--- config.mk ---
export PLATFORM = sky130hd
export DESIGN_NAME = interval_counter
export DESIGN_NICKNAME = d
export VERILOG_FILES = /design/src/rtl/pitc_pkg.sv /design/src/rtl/edge_sync.sv /design/src/rtl/bus_regs.sv /design/src/rtl/count_core.sv /design/src/rtl/interval_counter.sv
export SDC_FILE = /design/constraint.sdc
export NUM_CORES = 1
export LEC_CHECK = 0
export ABC_AREA = 1
export BUFFER_PORTS_ARGS = -buffer_cell sky130_fd_sc_hd__buf_2
export CORE_MARGIN = 5
export CORE_UTILIZATION = 61
export DETAILED_ROUTE_END_ITERATION = 12
export PLACE_DENSITY = 0.78
export SLEW_MARGIN = 20
export SYNTH_ARGS = -nofsm -noshare
export SYNTH_HDL_FRONTEND = slang
export SYNTH_HIERARCHICAL = 1
export SYNTH_SLANG_ARGS = --single-unit
--- constraint.sdc ---
create_clock -name clk -period 8.95 [get_ports clk]
set_input_delay 0.895 -clock clk [delete_from_list [all_inputs] [get_ports clk]]
set_output_delay 0.895 -clock clk [all_outputs]
set_load 0.01 [all_outputs]
--- src/rtl/pitc_pkg.sv ---
package pitc_pkg;

  localparam int PIT_CNT_W  = 16;
  localparam int PIT_DIGITS = PIT_CNT_W / 4;

  typedef enum logic [1:0] {
    ACC_LATCH = 2'b00,
    ACC_LSB   = 2'b01,
    ACC_MSB   = 2'b10,
    ACC_BOTH  = 2'b11
  } access_e;

  typedef enum logic [1:0] {
    MD_TC      = 2'd0,
    MD_ONESHOT = 2'd1,
    MD_RATE    = 2'd2,
    MD_SQUARE  = 2'd3
  } mode_e;

  // Modes 4 and 5 are outside this channel; 6 and 7 alias 2 and 3.
  function automatic logic mode_ok(input logic [2:0] f);
    return !(f == 3'd4 || f == 3'd5);
  endfunction

  // One step down, binary or BCD with decimal borrow.
  function automatic logic [PIT_CNT_W-1:0] count_dec(
    input logic [PIT_CNT_W-1:0] v, input logic bcd);
    logic [PIT_CNT_W-1:0] r;
    logic borrow;
    logic [3:0] d;
    if (!bcd) return v - 1'b1;
    r = v;
    borrow = 1'b1;
    for (int i = 0; i < PIT_DIGITS; i++) begin
      d = v[i*4 +: 4];
      if (borrow) begin
        if (d == 4'd0) r[i*4 +: 4] = 4'd9;
        else begin
          r[i*4 +: 4] = d - 4'd1;
          borrow = 1'b0;
        end
      end
    end
    return r;
  endfunction

  // Numeric weight of a count; zero stands for the full range.
  function automatic logic [31:0] count_value(
    input logic [PIT_CNT_W-1:0] v, input logic bcd);
    logic [31:0] acc;
    logic [31:0] scale;
    if (!bcd) return (v == '0) ? (32'd1 << PIT_CNT_W) : 32'(v);
    acc = 32'd0;
    scale = 32'd1;
    for (int i = 0; i < PIT_DIGITS; i++) begin
      acc = acc + 32'(v[i*4 +: 4]) * scale;
      scale = scale * 32'd10;
    end
    return (acc == 32'd0) ? scale : acc;
  endfunction

endpackage

--- src/rtl/edge_sync.sv ---
module edge_sync #(
  parameter int STAGES  = 2,
  parameter bit FALLING = 1'b1
) (
  input  logic clk,
  input  logic rst_n,
  input  logic din,
  output logic level,
  output logic pulse
);
  logic [STAGES-1:0] chain_q;
  logic              prev_q;

  always_ff @(posedge clk or negedge rst_n) begin
    if (!rst_n) begin
      chain_q <= '0;
      prev_q  <= 1'b0;
    end else begin
      chain_q <= {chain_q[STAGES-2:0], din};
      prev_q  <= chain_q[STAGES-1];
    end
  end

  assign level = chain_q[STAGES-1];

  generate
    if (FALLING) begin : g_fall
      assign pulse = prev_q & ~level;
    end else begin : g_rise
      assign pulse = ~prev_q & level;
    end
  endgenerate

  // one edge of the input yields exactly one pulse
  assert_single_pulse_R4: assert property (@(posedge clk) disable iff (!rst_n)
    pulse |=> !pulse);

endmodule

--- src/rtl/bus_regs.sv ---
module bus_regs
  import pitc_pkg::*;
#(
  parameter logic [1:0] CNT_ADDR  = 2'b00,
  parameter logic [1:0] CTRL_ADDR = 2'b11,
  parameter logic [1:0] CHAN_ID   = 2'b00
) (
  input  logic                 clk,
  input  logic                 rst_n,
  input  logic                 cs_n,
  input  logic                 rd_n,
  input  logic                 wr_n,
  input  logic [1:0]           addr,
  input  logic [7:0]           wdata,
  input  logic [PIT_CNT_W-1:0] live_cnt,
  output logic [7:0]           rdata,
  output mode_e                mode,
  output logic                 bcd,
  output logic [PIT_CNT_W-1:0] cr,
  output logic                 cfg_wr,
  output logic                 cr_done
);
  access_e              acc_q;
  mode_e                mode_q;
  logic                 bcd_q;
  logic                 wptr_q, rptr_q, latched_q;
  logic [PIT_CNT_W-1:0] cr_q, ol_q;
  logic                 cfg_wr_q, cr_done_q;

  logic wr_en, rd_en, ctrl_hit, is_latch, is_cfg, cnt_wr, rd_fire, rd_last, hi_sel;
  logic [PIT_CNT_W-1:0] src;

  assign wr_en    = !cs_n && !wr_n;
  assign rd_en    = !cs_n && !rd_n;
  assign ctrl_hit = wr_en && addr == CTRL_ADDR && wdata[7:6] == CHAN_ID;
  assign is_latch = ctrl_hit && wdata[5:4] == ACC_LATCH;
  assign is_cfg   = ctrl_hit && wdata[5:4] != ACC_LATCH && mode_ok(wdata[3:1]);
  assign cnt_wr   = wr_en && addr == CNT_ADDR;
  assign rd_fire  = rd_en && addr == CNT_ADDR;
  assign hi_sel   = (acc_q == ACC_MSB) || (acc_q == ACC_BOTH && rptr_q);
  assign rd_last  = rd_fire && (acc_q != ACC_BOTH || rptr_q);
  assign src      = latched_q ? ol_q : live_cnt;

  always_comb begin
    rdata = 8'h00;
    if (addr == CNT_ADDR) rdata = hi_sel ? src[PIT_CNT_W-1:8] : src[7:0];
  end

  always_ff @(posedge clk or negedge rst_n) begin
    if (!rst_n) begin
      acc_q     <= ACC_BOTH;
      mode_q    <= MD_TC;
      bcd_q     <= 1'b0;
      wptr_q    <= 1'b0;
      rptr_q    <= 1'b0;
      latched_q <= 1'b0;
      cr_q      <= '0;
      ol_q      <= '0;
      cfg_wr_q  <= 1'b0;
      cr_done_q <= 1'b0;
    end else begin
      cfg_wr_q  <= is_cfg;
      cr_done_q <= 1'b0;
      if (is_cfg) begin
        acc_q     <= access_e'(wdata[5:4]);
        mode_q    <= mode_e'(wdata[2:1]);
        bcd_q     <= wdata[0];
        wptr_q    <= 1'b0;
        rptr_q    <= 1'b0;
        latched_q <= 1'b0;
      end else begin
        if (is_latch && !latched_q) begin
          ol_q      <= live_cnt;
          latched_q <= 1'b1;
        end
        if (cnt_wr) begin
          unique case (acc_q)
            ACC_LSB: begin
              cr_q      <= {{(PIT_CNT_W-8){1'b0}}, wdata};
              cr_done_q <= 1'b1;
            end
            ACC_MSB: begin
              cr_q      <= {wdata, 8'h00};
              cr_done_q <= 1'b1;
            end
            ACC_BOTH: begin
              if (!wptr_q) cr_q[7:0] <= wdata;
              else begin
                cr_q[PIT_CNT_W-1:8] <= wdata;
                cr_done_q <= 1'b1;
              end
              wptr_q <= !wptr_q;
            end
            default: ;
          endcase
        end
        if (rd_fire) begin
          if (acc_q == ACC_BOTH) rptr_q <= !rptr_q;
          if (rd_last && latched_q) latched_q <= 1'b0;
        end
      end
    end
  end

  assign mode    = mode_q;
  assign bcd     = bcd_q;
  assign cr      = cr_q;
  assign cfg_wr  = cfg_wr_q;
  assign cr_done = cr_done_q;

  // a word for another channel or for read-back leaves the setup alone
  assert_foreign_word_R2: assert property (@(posedge clk) disable iff (!rst_n)
    (wr_en && addr == CTRL_ADDR && wdata[7:6] != CHAN_ID)
      |=> ($stable(mode_q) && $stable(acc_q) && $stable(bcd_q)));

  // the snapshot does not move until its last byte is read
  assert_latch_hold_R11: assert property (@(posedge clk) disable iff (!rst_n)
    (latched_q && !rd_last && !is_cfg) |=> $stable(ol_q));

endmodule

--- src/rtl/count_core.sv ---
module count_core
  import pitc_pkg::*;
(
  input  logic                 clk,
  input  logic                 rst_n,
  input  logic                 fall_pulse,
  input  logic                 cnt_level,
  input  logic                 gate_level,
  input  logic                 gate_rise,
  input  mode_e                mode,
  input  logic                 bcd,
  input  logic [PIT_CNT_W-1:0] cr,
  input  logic                 cfg_wr,
  input  logic                 cr_done,
  output logic [PIT_CNT_W-1:0] ce,
  output logic                 out_level
);
  logic [PIT_CNT_W-1:0] ce_q, nrun_q;
  logic out_q, run_q, pend_q, armed_q, trig_q;

  logic                 at_one, step_en, sq_high;
  logic [PIT_CNT_W-1:0] dec_v, nrun_nx, cyc_nx;

  assign at_one  = (ce_q == PIT_CNT_W'(1));
  assign dec_v   = count_dec(ce_q, bcd);
  assign nrun_nx = at_one ? cr : nrun_q;
  assign cyc_nx  = at_one ? cr : dec_v;
  assign sq_high = count_value(cyc_nx, bcd) > (count_value(nrun_nx, bcd) >> 1);
  assign step_en = fall_pulse && run_q && !pend_q && gate_level;

  always_ff @(posedge clk or negedge rst_n) begin
    if (!rst_n) begin
      ce_q    <= '0;
      nrun_q  <= '0;
      out_q   <= 1'b0;
      run_q   <= 1'b0;
      pend_q  <= 1'b0;
      armed_q <= 1'b0;
      trig_q  <= 1'b0;
    end else if (cfg_wr) begin
      run_q   <= 1'b0;
      pend_q  <= 1'b0;
      armed_q <= 1'b0;
      trig_q  <= 1'b0;
      out_q   <= (mode != MD_TC);
    end else if (cr_done) begin
      armed_q <= 1'b1;
      if (mode != MD_ONESHOT) begin
        pend_q <= 1'b1;
        if (mode == MD_TC) begin
          out_q <= 1'b0;
          run_q <= 1'b0;
        end
      end
    end else if (mode == MD_ONESHOT) begin
      if (fall_pulse && trig_q) begin
        ce_q   <= cr;
        nrun_q <= cr;
        out_q  <= 1'b0;
        run_q  <= 1'b1;
        trig_q <= 1'b0;
      end else if (fall_pulse && run_q) begin
        ce_q <= dec_v;
        if (dec_v == '0) out_q <= 1'b1;
      end
      if (gate_rise && armed_q) trig_q <= 1'b1;
    end else begin
      if (fall_pulse && pend_q) begin
        ce_q   <= cr;
        nrun_q <= cr;
        run_q  <= 1'b1;
        pend_q <= 1'b0;
        out_q  <= (mode != MD_TC);
      end else if (step_en) begin
        if (mode == MD_TC) begin
          ce_q <= dec_v;
          if (dec_v == '0) out_q <= 1'b1;
        end else begin
          ce_q   <= cyc_nx;
          nrun_q <= nrun_nx;
          out_q  <= (mode == MD_RATE) ? (cyc_nx != PIT_CNT_W'(1)) : sq_high;
        end
      end
    end
  end

  assign ce        = ce_q;
  assign out_level = out_q;

  // a counting step is only taken when the synchronised clock is low
  assert_fall_low_R4: assert property (@(posedge clk) disable iff (!rst_n)
    fall_pulse |-> !cnt_level);

  // once terminal count is flagged it holds until reprogramming
  assert_tc_sticky_R5: assert property (@(posedge clk) disable iff (!rst_n)
    (mode == MD_TC && out_q && !cfg_wr && !cr_done) |=> out_q);

  // the rate generator reloads the initial count after reaching one
  assert_rate_reload_R7: assert property (@(posedge clk) disable iff (!rst_n)
    (step_en && mode == MD_RATE && at_one && !cfg_wr && !cr_done)
      |=> (ce_q == $past(cr)));

  // a low gate freezes the count in the level-gated modes
  assert_gate_hold_R9: assert property (@(posedge clk) disable iff (!rst_n)
    (run_q && mode != MD_ONESHOT && !gate_level && !pend_q && !cfg_wr && !cr_done)
      |=> $stable(ce_q));

  // a mode-0 word leaves the output low
  assert_mode0_word_R13: assert property (@(posedge clk) disable iff (!rst_n)
    (cfg_wr && mode == MD_TC) |=> !out_q);

endmodule

--- src/rtl/interval_counter.sv ---
module interval_counter
  import pitc_pkg::*;
#(
  parameter int SYNC_STAGES = 2
) (
  input  logic       clk,
  input  logic       rst_n,
  input  logic       cs_n,
  input  logic       rd_n,
  input  logic       wr_n,
  input  logic [1:0] addr,
  input  logic [7:0] wdata,
  output logic [7:0] rdata,
  input  logic       cnt_clk,
  input  logic       gate,
  output logic       out_pin
);
  logic                 cnt_level, cnt_fall, gate_level, gate_rise;
  logic [PIT_CNT_W-1:0] live_cnt, cr;
  mode_e                mode;
  logic                 bcd, cfg_wr, cr_done;

  edge_sync #(.STAGES(SYNC_STAGES), .FALLING(1'b1)) u_clk_sync (
    .clk(clk), .rst_n(rst_n), .din(cnt_clk), .level(cnt_level), .pulse(cnt_fall));

  edge_sync #(.STAGES(SYNC_STAGES), .FALLING(1'b0)) u_gate_sync (
    .clk(clk), .rst_n(rst_n), .din(gate), .level(gate_level), .pulse(gate_rise));

  bus_regs u_bus (
    .clk(clk), .rst_n(rst_n), .cs_n(cs_n), .rd_n(rd_n), .wr_n(wr_n),
    .addr(addr), .wdata(wdata), .live_cnt(live_cnt), .rdata(rdata),
    .mode(mode), .bcd(bcd), .cr(cr), .cfg_wr(cfg_wr), .cr_done(cr_done));

  count_core u_core (
    .clk(clk), .rst_n(rst_n), .fall_pulse(cnt_fall), .cnt_level(cnt_level),
    .gate_level(gate_level), .gate_rise(gate_rise), .mode(mode), .bcd(bcd),
    .cr(cr), .cfg_wr(cfg_wr), .cr_done(cr_done), .ce(live_cnt),
    .out_level(out_pin));

endmodule

==> run summary, run 1 <==
worst-margin pin slew: 1.08 ns
final WL: 28.7 mm
initial DRC count: 1058
Post-synth EDFFs: 0
Syn Area/Cell: 7.03 µm²
synthesized instance count: 1461
vias per inst: 5.76
largest net degree at the start of global routing: 78
full die area: 19500 µm²
Post-CTS Resized: 0
IO buf count: 25
Cell Rows: 47
Final Instance Area: 10800 µm²
CTS Sinks: 85
Final Hold Violating Endpoints: 0
core area: 16500 µm²
layout cell share with drive strength beyond 1: 0.0936
hold bufs inserted after CTS: 0
global-route wire length before repair: 46.2 mm
top cells by area, synth: dfrtp_1, ha_1, nand2_1
cells on worst reg2reg path: 39
iteration count of the initial detailed-routing pass: 5
clock slew at reported path FFs: 0.07 ns
Netlist cell types: 51
Die Height: 140 µm
r2r setup slk: 1.36 ns
antenna diode count: 0
final worst-path cycle share: 0.848
FF-to-FF Start: u_core/ce[1]$_DFFE_PN0P_
RD Place Congestion: 1.02
total global routing overflow: 0
Max stage delay on crit path: 0.72 ns
total negative slack: 0 ns
layout net count: 1649
CP Class: flop to flop
Top cell by count, worst path: nand2_1
Hold WC Path Type: flop to flop
max cap viols: 0
Layout area overhead: 5.39%
CP Launch Point: u_core/ce[1]$_DFFE_PN0P_
Worst Path Required: 9.23 ns
Slew HR: 0.280
status: finished clean
mean routed wirelength per cell: 16.9 µm
total track usage: 0.290
io pins: 26
Synth async-reset ratio: 1.00
Slew Viols, Final: 0
post-CTS setup buffers: 0
R2R Path End: u_core/out_level$_DFFE_PN0P_
yosys synthesis warning count: 6
Starting Density: 0.621
prevailing post-synth register cell: dfrtp_1
CTS buffer count: 9
count leader, synth: nand2_1
CP Capture Type: flop
CP Max Fanout: 39
Yosys top cell area share: 0.202
end of the critical path: u_core/out_level$_DFFE_PN0P_
Final Critical Period: 7.59 ns
dpl hpwl: 22.6 mm
nature of the critical path startpoint: flop
Worst-Skew Late Latency: 0.35 ns
clk_skew: 0.00813 ns
unrepaired setup endpoints after global routing: false
Die W: 140 µm
clock buffer depth: 2
via count: 9760
number of global-route vias before repair: 9119
ANT nets after route: 0
leading area contributor after synthesis: dfrtp_1
initial antenna violation count: 0
sequential area share after synthesis: 0.207
Synth Net Count: 1640
worst-path cell with the longest stage delay: o21ai_1
CTS tree: done
Fmax achieved: 0.132 GHz
DRC: 0
#FFs+latches synth: 85
Clk Tree Root Cell: clkbuf_16
final setup vio count: 0
CTS H-tree depth: 3
most frequent cells after synthesis: nand2_1, inv_1, ha_1, nor2_1, o21ai_0
Synth Cell Area: 10300 µm²
Worst Path Arrival: 7.86 ns
Post-Place Cell Area: 10500 µm²
[sequential cells by signal, summed over array words and instances (netlist names), 2 cells and up]
signal               flops
u_bus/cr                16
u_bus/ol_q              16
u_core/ce               16
u_core/nrun_q           16
u_bus/acc_q              2
u_bus/mode               2
u_clk_sync/chain_q       2
u_gate_sync/chain_q      2
[layout make-up]
cell class | instances | area [µm²]
Multi-Input combinational cell | 1125 | 7120
Fill cell | 1520 | 5710
Sequential cell | 85 | 2130
Inverter | 217 | 820
Tap cell | 220 | 275
Clock buffer | 10 | 239
Timing Repair Buffer | 32 | 184
Clock inverter | 6 | 52.6
[metal layers]
layer | global-route usage | wire length [µm]
met2 | 0.472 | 13300
met1 | 0.407 | 12800
met5 | 0 | 0
met4 | 0.0755 | 630
met3 | 0.0422 | 1960
[worst max-delay path, delay by kind of cell, from the launching register on]
kind                       cells  cell delay (ns)
adders and majority gates      8             2.87
and+or+nand+nor               18             2.04
AOI/OAI and AO/OA              8             1.72
DFF                            1             0.42
buffers and inverters          4             0.32
xor gates and xnor gates       1             0.16
[worst min path at each step]
stage	start	to	depth (start not counted)
global route	rst_n	u_core/out_level$_DFFE_PN0P_	1
global placement	u_clk_sync/chain_q[0]$_DFF_PN0_	u_clk_sync/chain_q[1]$_DFF_PN0_	0
detailed placement	u_gate_sync/chain_q[0]$_DFF_PN0_	u_gate_sync/chain_q[1]$_DFF_PN0_	0
floorplan	u_clk_sync/chain_q[0]$_DFF_PN0_	u_clk_sync/chain_q[1]$_DFF_PN0_	0
finish	u_gate_sync/chain_q[0]$_DFF_PN0_	u_gate_sync/chain_q[1]$_DFF_PN0_	0
CTS	u_gate_sync/chain_q[0]$_DFF_PN0_	u_gate_sync/chain_q[1]$_DFF_PN0_	0
[kinds of logic after synthesis]
| family | Yosys count | synth area share |
|---|---|---|
| xor+xnor | 33 | 0.0282 |
| fa+ha+maj | 162 | 0.221 |
| buf+inv | 251 | 0.0991 |
| mux | 1 | 0.000975 |
| simple gates | 652 | 0.287 |
| flops | 85 | 0.207 |
| compound gates | 277 | 0.157 |
[metrics by stage]
stage | setup WS [ns] | cells | util | hold WS, ns
after detailed placement | 1.41 | 1679 | 0.637 | 0.336
final | 1.36 | 1695 | 0.655 | 0.350
after CTS | 1.39 | 1695 | 0.654 | 0.351
after floorplan | 2.06 | 1461 | - | 0.331
after global routing | 0.657 | 1695 | 0.655 | 0.367
after global placement | 1.63 | 1679 | 0.637 | 0.334
[layout by cell type (no fill, tap or decap), types with 20 or more instances in the layout]
cell type  instances
a21oi_1           88
buf_2             24
dfrtp_1           83
fa_1              32
ha_1             130
inv_1            210
nand2_1          346
nand2_2           24
nand3_1           73
nand4_1           20
nor2_1           130
o21ai_0          101
xor2_1            25
Power of run 1 is not shown: default switching activity piles up to over one toggle a cycle in this logic, so the estimate is an artifact.
==> inputs of run 2 (changes only) <==
--- a/config.mk
+++ b/config.mk
@@ -5,7 +5,7 @@
 export SDC_FILE = /design/constraint.sdc
 export NUM_CORES = 1
 export LEC_CHECK = 0
-export ABC_AREA = 1
+export ABC_AREA = 0
 export BUFFER_PORTS_ARGS = -buffer_cell sky130_fd_sc_hd__buf_2
 export CORE_MARGIN = 5
 export CORE_UTILIZATION = 61
==> constraint.sdc (replaced) <==
create_clock -name clk -period 7.3 [get_ports clk]
set_input_delay 0.73 -clock clk [delete_from_list [all_inputs] [get_ports clk]]
set_output_delay 0.73 -clock clk [all_outputs]
set_load 0.01 [all_outputs]
==> run 2 against run 1 <==
The run now ends with setup timing left; clock-buffer cell count decreased by 1; first-iteration DRC count decreased by 20%; worst hold slack got worse by 0.11 ns; utilization is 12 points higher; via count down 8.1%; synthesized cell count fell by 29%; setup slack lost 1.5 ns; critical endpoint unchanged; flip-flop and latch count unchanged; die area fell by 5.8%; fmax is 2.4% higher; global-route usage rose by 1.2 points; highest routed layer unchanged; routed wire length about the same.
==> run summary, run 2 <==
FF-to-FF Start: u_core/ce[1]$_DFFE_PN0P_
final setup vio count: 1
WHS: 0.241 ns
commonest non-fill, non-tap cell in the layout: buf_4
Syn Area/Cell: 9.31 µm²
hold bufs inserted after CTS: 0
yosys synthesis warning count: 6
Placed Instances: 1365
DRC: 0
R2R Path End: u_core/out_level$_DFFE_PN0P_
initial antenna violation count: 0
synthesized instance count: 1033
Die Height: 136 µm
layout net count: 1373
max cap viols: 0
sequential area share after synthesis: 0.221
Layout area overhead: 26.6%
prevailing post-synth register cell: dfrtp_1
total track usage: 0.302
via count: 8970
iteration count of the initial detailed-routing pass: 6
io pins: 26
CTS H-tree depth: 3
total negative slack: -0.108 ns
clk_skew: 0.00939 ns
most frequent cells after synthesis: ha_1, dfrtp_1, inv_1
RD Place Congestion: 0.968
count leader, synth: ha_1
vias per inst: 6.34
Max stage delay on crit path: 0.58 ns
unrepaired setup endpoints after global routing: true
r2r setup slk: -0.11 ns
Final Instance Area: 12200 µm²
Starting Density: 0.615
most frequent cells in the layout: buf_4, ha_1, dfrtp_1, nand2_1, inv_1
total global routing overflow: 0
Die W: 136 µm
dpl hpwl: 20.8 mm
setup ws final: -0.108 ns
Worst Path Arrival: 7.62 ns
#FFs+latches synth: 85
antenna diode count: 0
final worst-path cycle share: 1.01
worst-margin pin slew: 1.08 ns
nature of the critical path startpoint: flop
Hold WC Path Type: primary input to asynchronous set/reset pin
Worst-Skew Late Latency: 0.35 ns
Slew HR: 0.281
Synth async-reset ratio: 1.00
Worst Path Required: 7.52 ns
CTS buffer count: 9
Clk Tree Root Cell: clkbuf_16
CP Max Fanout: 7
largest net degree at the start of global routing: 68
clock buffer depth: 2
ANT nets after route: 0
layout cell share with drive strength beyond 1: 0.334
Post-Place Cell Area: 11000 µm²
Synth Net Count: 1212
IO buf count: 25
worst-path cell with the longest stage delay: fa_2
Post-synth EDFFs: 0
global-route wire length before repair: 44.3 mm
Final Hold Violating Endpoints: 0
Final Critical Period: 7.41 ns
CP Class: flop to flop
non-filler cells, final: 1415
leading area contributor after synthesis: dfrtp_1
Slew Viols, Final: 0
cells on worst reg2reg path: 34
status: complete, but fails checks
CTS tree: done
Netlist cell types: 98
full die area: 18400 µm²
Top cell by count, worst path: ha_1
final WL: 28.7 mm
initial DRC count: 848
Cell Rows: 46
mean routed wirelength per cell: 20.3 µm
Fmax achieved: 0.135 GHz
failing checks: setup timing
CTS Sinks: 85
number of global-route vias before repair: 8893
top cells by area, synth: dfrtp_1, ha_1, fa_1
CP Capture Type: flop
clock slew at reported path FFs: 0.07 ns
core area: 15700 µm²
Synth Cell Area: 9620 µm²
Yosys top cell area share: 0.216
run 2: worst max-delay path by stage:
stage / startpoint / end / slack, ns / depth (start not counted)
floorplan: u_core/ce[1]$_DFFE_PN0P_ / u_core/out_level$_DFFE_PN0P_ / 0.008 / 34
global placement: u_core/ce[1]$_DFFE_PN0P_ / u_core/out_level$_DFFE_PN0P_ / -0.13 / 31
detailed placement: u_core/ce[1]$_DFFE_PN0P_ / u_core/out_level$_DFFE_PN0P_ / -0.24 / 35
CTS: u_core/ce[1]$_DFFE_PN0P_ / u_core/out_level$_DFFE_PN0P_ / 0.005 / 36
global route: u_core/ce[1]$_DFFE_PN0P_ / u_core/out_level$_DFFE_PN0P_ / -0.33 / 34
finish: u_core/ce[1]$_DFFE_PN0P_ / u_core/out_level$_DFFE_PN0P_ / -0.11 / 34
run 2: cells by family (layout without fill, tap and decap cells):
| family | count (synthesis) | count (layout) | synth area share |
|---|---|---|---|
| adder cells (fa/ha/maj) | 162 | 162 | 0.236 |
| multiplexers | 68 | 68 | 0.0910 |
| buffers and inverters | 127 | 293 | 0.0545 |
| AO/OA/AOI/OAI | 271 | 271 | 0.201 |
| XOR/XNOR | 40 | 40 | 0.0380 |
| flip-flops | 85 | 85 | 0.221 |
| AND/OR/NAND/NOR | 280 | 280 | 0.159 |
run 2: metrics by stage:
step | worst slack, ns | utilization
floorplan | 0.00778 | -
global placement | -0.126 | 0.701
detailed placement | -0.244 | 0.701
CTS | 0.00550 | 0.746
global route | -0.332 | 0.778
finish | -0.108 | 0.778
run 2: layout make-up:
class	instances	area (µm²)
repair buffers	197	1480
inverters	80	303
clock inverters	7	103
fillers	1011	3480
flip-flops and latches	85	2130
clock buffers	9	225
multi-input cells	821	7670
well taps	216	270
run 2: routing by layer:
layer | wire length [µm] | GRT usage | vias up | share of wire
li1 | - | - | 4096 | -
met1 | 11600 | 0.390 | 4330 | 0.40
met5 | 0 | 0 | - | 0
met3 | 1900 | 0.0371 | 119 | 0.066
met2 | 13900 | 0.507 | 425 | 0.48
met4 | 1300 | 0.136 | 0 | 0.045
run 2: what timing repair did:
item / in CTS / in global routing
buffers inserted: 15 / 18
resized for setup: 47 / 65
pin swaps: 34 / 37
gates cloned: 0 / 1
endpoints found under the setup margin: 1 / 1
run 2: critical path: cells and delay by family (launching register included):
family	cells	cell delay [ns]
AO/OA/AOI/OAI	12	1.82
XOR/XNOR	1	0.26
adder cells (fa/ha/maj)	9	2.73
buffers and inverters	6	0.91
flip-flops	1	0.39
AND/OR/NAND/NOR	6	1.18
Power of run 2 is left out for the same reason.
==> inputs of run 3 (changes only) <==
==> constraint.sdc (replaced) <==
create_clock -name clk -period 9.15 [get_ports clk]
set_input_delay 0.915 -clock clk [delete_from_list [all_inputs] [get_ports clk]]
set_output_delay 0.915 -clock clk [all_outputs]
set_load 0.01 [all_outputs]
==> run 3 against run 2 <==
Cell count is 11% lower; via count decreased by 11%; the run now ends clean; register-to-register slack gained 0.75 ns; die area unchanged; critical endpoint unchanged; setup slack better by 0.75 ns.
==> run summary, run 3 (synthesized netlist as in run 2, its figures left out) <==
mean routed wirelength per cell: 19.1 µm
Storage cell area: 2130 µm²
r2r setup slk: 0.64 ns
FILL cells: 1297
unrepaired setup endpoints after global routing: false
Slew Viols, Final: 0
largest net degree at the start of global routing: 62
status: finished clean
Max stage delay on crit path: 0.69 ns
WHS: 0.348 ns
iteration count of the initial detailed-routing pass: 5
layout cell share with drive strength beyond 1: 0.131
total global routing overflow: 0
clk_skew: 0.0124 ns
Top cell by count, worst path: ha_1
cells on worst reg2reg path: 30
FF-to-FF Start: u_core/ce[1]$_DFFE_PN0P_
core area: 15700 µm²
via count: 7984
global-route wire length before repair: 39.2 mm
area of the multi-input gates: 6970 µm²
CP Capture Type: flop
CTS Sinks: 85
final WL: 24.0 mm
final setup vio count: 0
total track usage: 0.266
max cap viols: 0
Worst Path Arrival: 8.74 ns
Starting Density: 0.615
Worst Hold Path Cells: 0
commonest non-fill, non-tap cell in the layout: ha_1
Fmax achieved: 0.117 GHz
layout net count: 1213
vias per inst: 6.36
Die Height: 136 µm
dpl hpwl: 18.4 mm
number of global-route vias before repair: 7820
Slew HR: 0.275
nature of the critical path startpoint: flop
clock slew at reported path FFs: 0.07 ns
final worst-path cycle share: 0.930
io pins: 26
Cell Rows: 46
IO buf count: 25
CTS tree: done
Hold WC Path Type: flop to flop
ANT nets after route: 0
CTS H-tree depth: 3
most frequent cells in the layout: ha_1, dfrtp_1, inv_1, nand2_1, a21oi_1
Final Hold Violating Endpoints: 0
CP Class: flop to flop
Die W: 136 µm
initial DRC count: 724
hold path startpoint: u_clk_sync/chain_q[0]$_DFF_PN0_
initial antenna violation count: 0
R2R Path End: u_core/out_level$_DFFE_PN0P_
antenna diode count: 0
Worst-Skew Late Latency: 0.35 ns
Layout area overhead: 5.90%
worst-path cell with the longest stage delay: fa_1
DRC: 0
full die area: 18400 µm²
Clk Tree Root Cell: clkbuf_16
RD Place Congestion: 0.915
clock buffer depth: 2
Final Critical Period: 8.51 ns
CP Max Fanout: 10
total negative slack: 0 ns
CTS buffer count: 9
WHS Endpoint: u_clk_sync/chain_q[1]$_DFF_PN0_
worst-margin pin slew: 1.08 ns
Worst Path Required: 9.38 ns
==> run 3: cell count changes in the layout (fill, tap and decap cells not counted), sizes merged <==
| cell | delta |
|---|---|
| buf | -159 |
| bufinv | -1 |
| clkbuf | -1 |
| clkinv | +3 |
| clkinvlp | -1 |
| inv | -1 |
==> run 3: area by class of cell <==
| cell class | instances | share of cell area |
|---|---|---|
| multi-input cells | 821 | 0.684 |
| clock buffers | 9 | 0.0221 |
| inverters | 80 | 0.0295 |
| repair buffers | 37 | 0.0214 |
| clock inverters | 7 | 0.00774 |
| flip-flops and latches | 85 | 0.209 |
| well taps | 216 | 0.0265 |
==> run 3: worst max-delay path by stage <==
stage / startpoint / endpoint / slack (ns) / cells after the start
finish: u_core/ce[1]$_DFFE_PN0P_ / u_core/out_level$_DFFE_PN0P_ / 0.64 / 30
global route: u_core/ce[1]$_DFFE_PN0P_ / u_core/out_level$_DFFE_PN0P_ / 0.08 / 30
CTS: u_core/ce[1]$_DFFE_PN0P_ / u_core/out_level$_DFFE_PN0P_ / 0.51 / 30
detailed placement: u_core/ce[1]$_DFFE_PN0P_ / u_core/out_level$_DFFE_PN0P_ / 0.51 / 30
global placement: u_core/ce[0]$_DFFE_PN0P_ / u_core/out_level$_DFFE_PN0P_ / 0.87 / 34
floorplan: u_core/ce[1]$_DFFE_PN0P_ / u_core/out_level$_DFFE_PN0P_ / 1.53 / 34
==> run 3: what timing repair did <==
| action | in CTS | in global routing |
|---|---|---|
| setup buffers | 0 | 0 |
| hold buffers | 0 | 0 |
| endpoints found under the setup margin | 0 | 1 |
| resized for setup | 0 | 1 |
==> run 3: per-layer routing <==
metal / track usage / wire (µm) / vias up / share of wire
met2: 0.435 / 11400 / 273 / 0.47
met3: 0.0349 / 1420 / 55 / 0.059
met1: 0.357 / 10500 / 3873 / 0.44
met4: 0.108 / 727 / 0 / 0.030
li1: - / - / 3783 / -
met5: 0 / 0 / - / 0
==> run 3: stage by stage <==
stage	std cells	instance area [µm²]	setup slack, ns	util
final	1255	10200	0.638	0.651
after CTS	1255	10200	0.513	0.651
after floorplan	1033	9620	1.53	-
after detailed placement	1239	9890	0.514	0.631
after global placement	1239	9890	0.867	0.631
after global routing	1255	10200	0.0836	0.651
==> run 3: worst max-delay path, delay by kind of cell, from the launching register on <==
kind | cells | cell delay (ns)
flip-flops | 1 | 0.43
adder cells (fa/ha/maj) | 8 | 2.85
AO/OA/AOI/OAI | 13 | 3.41
XOR/XNOR | 2 | 0.33
buffers and inverters | 4 | 0.51
AND/OR/NAND/NOR | 3 | 0.86
Power of run 3 is left out for the same reason.
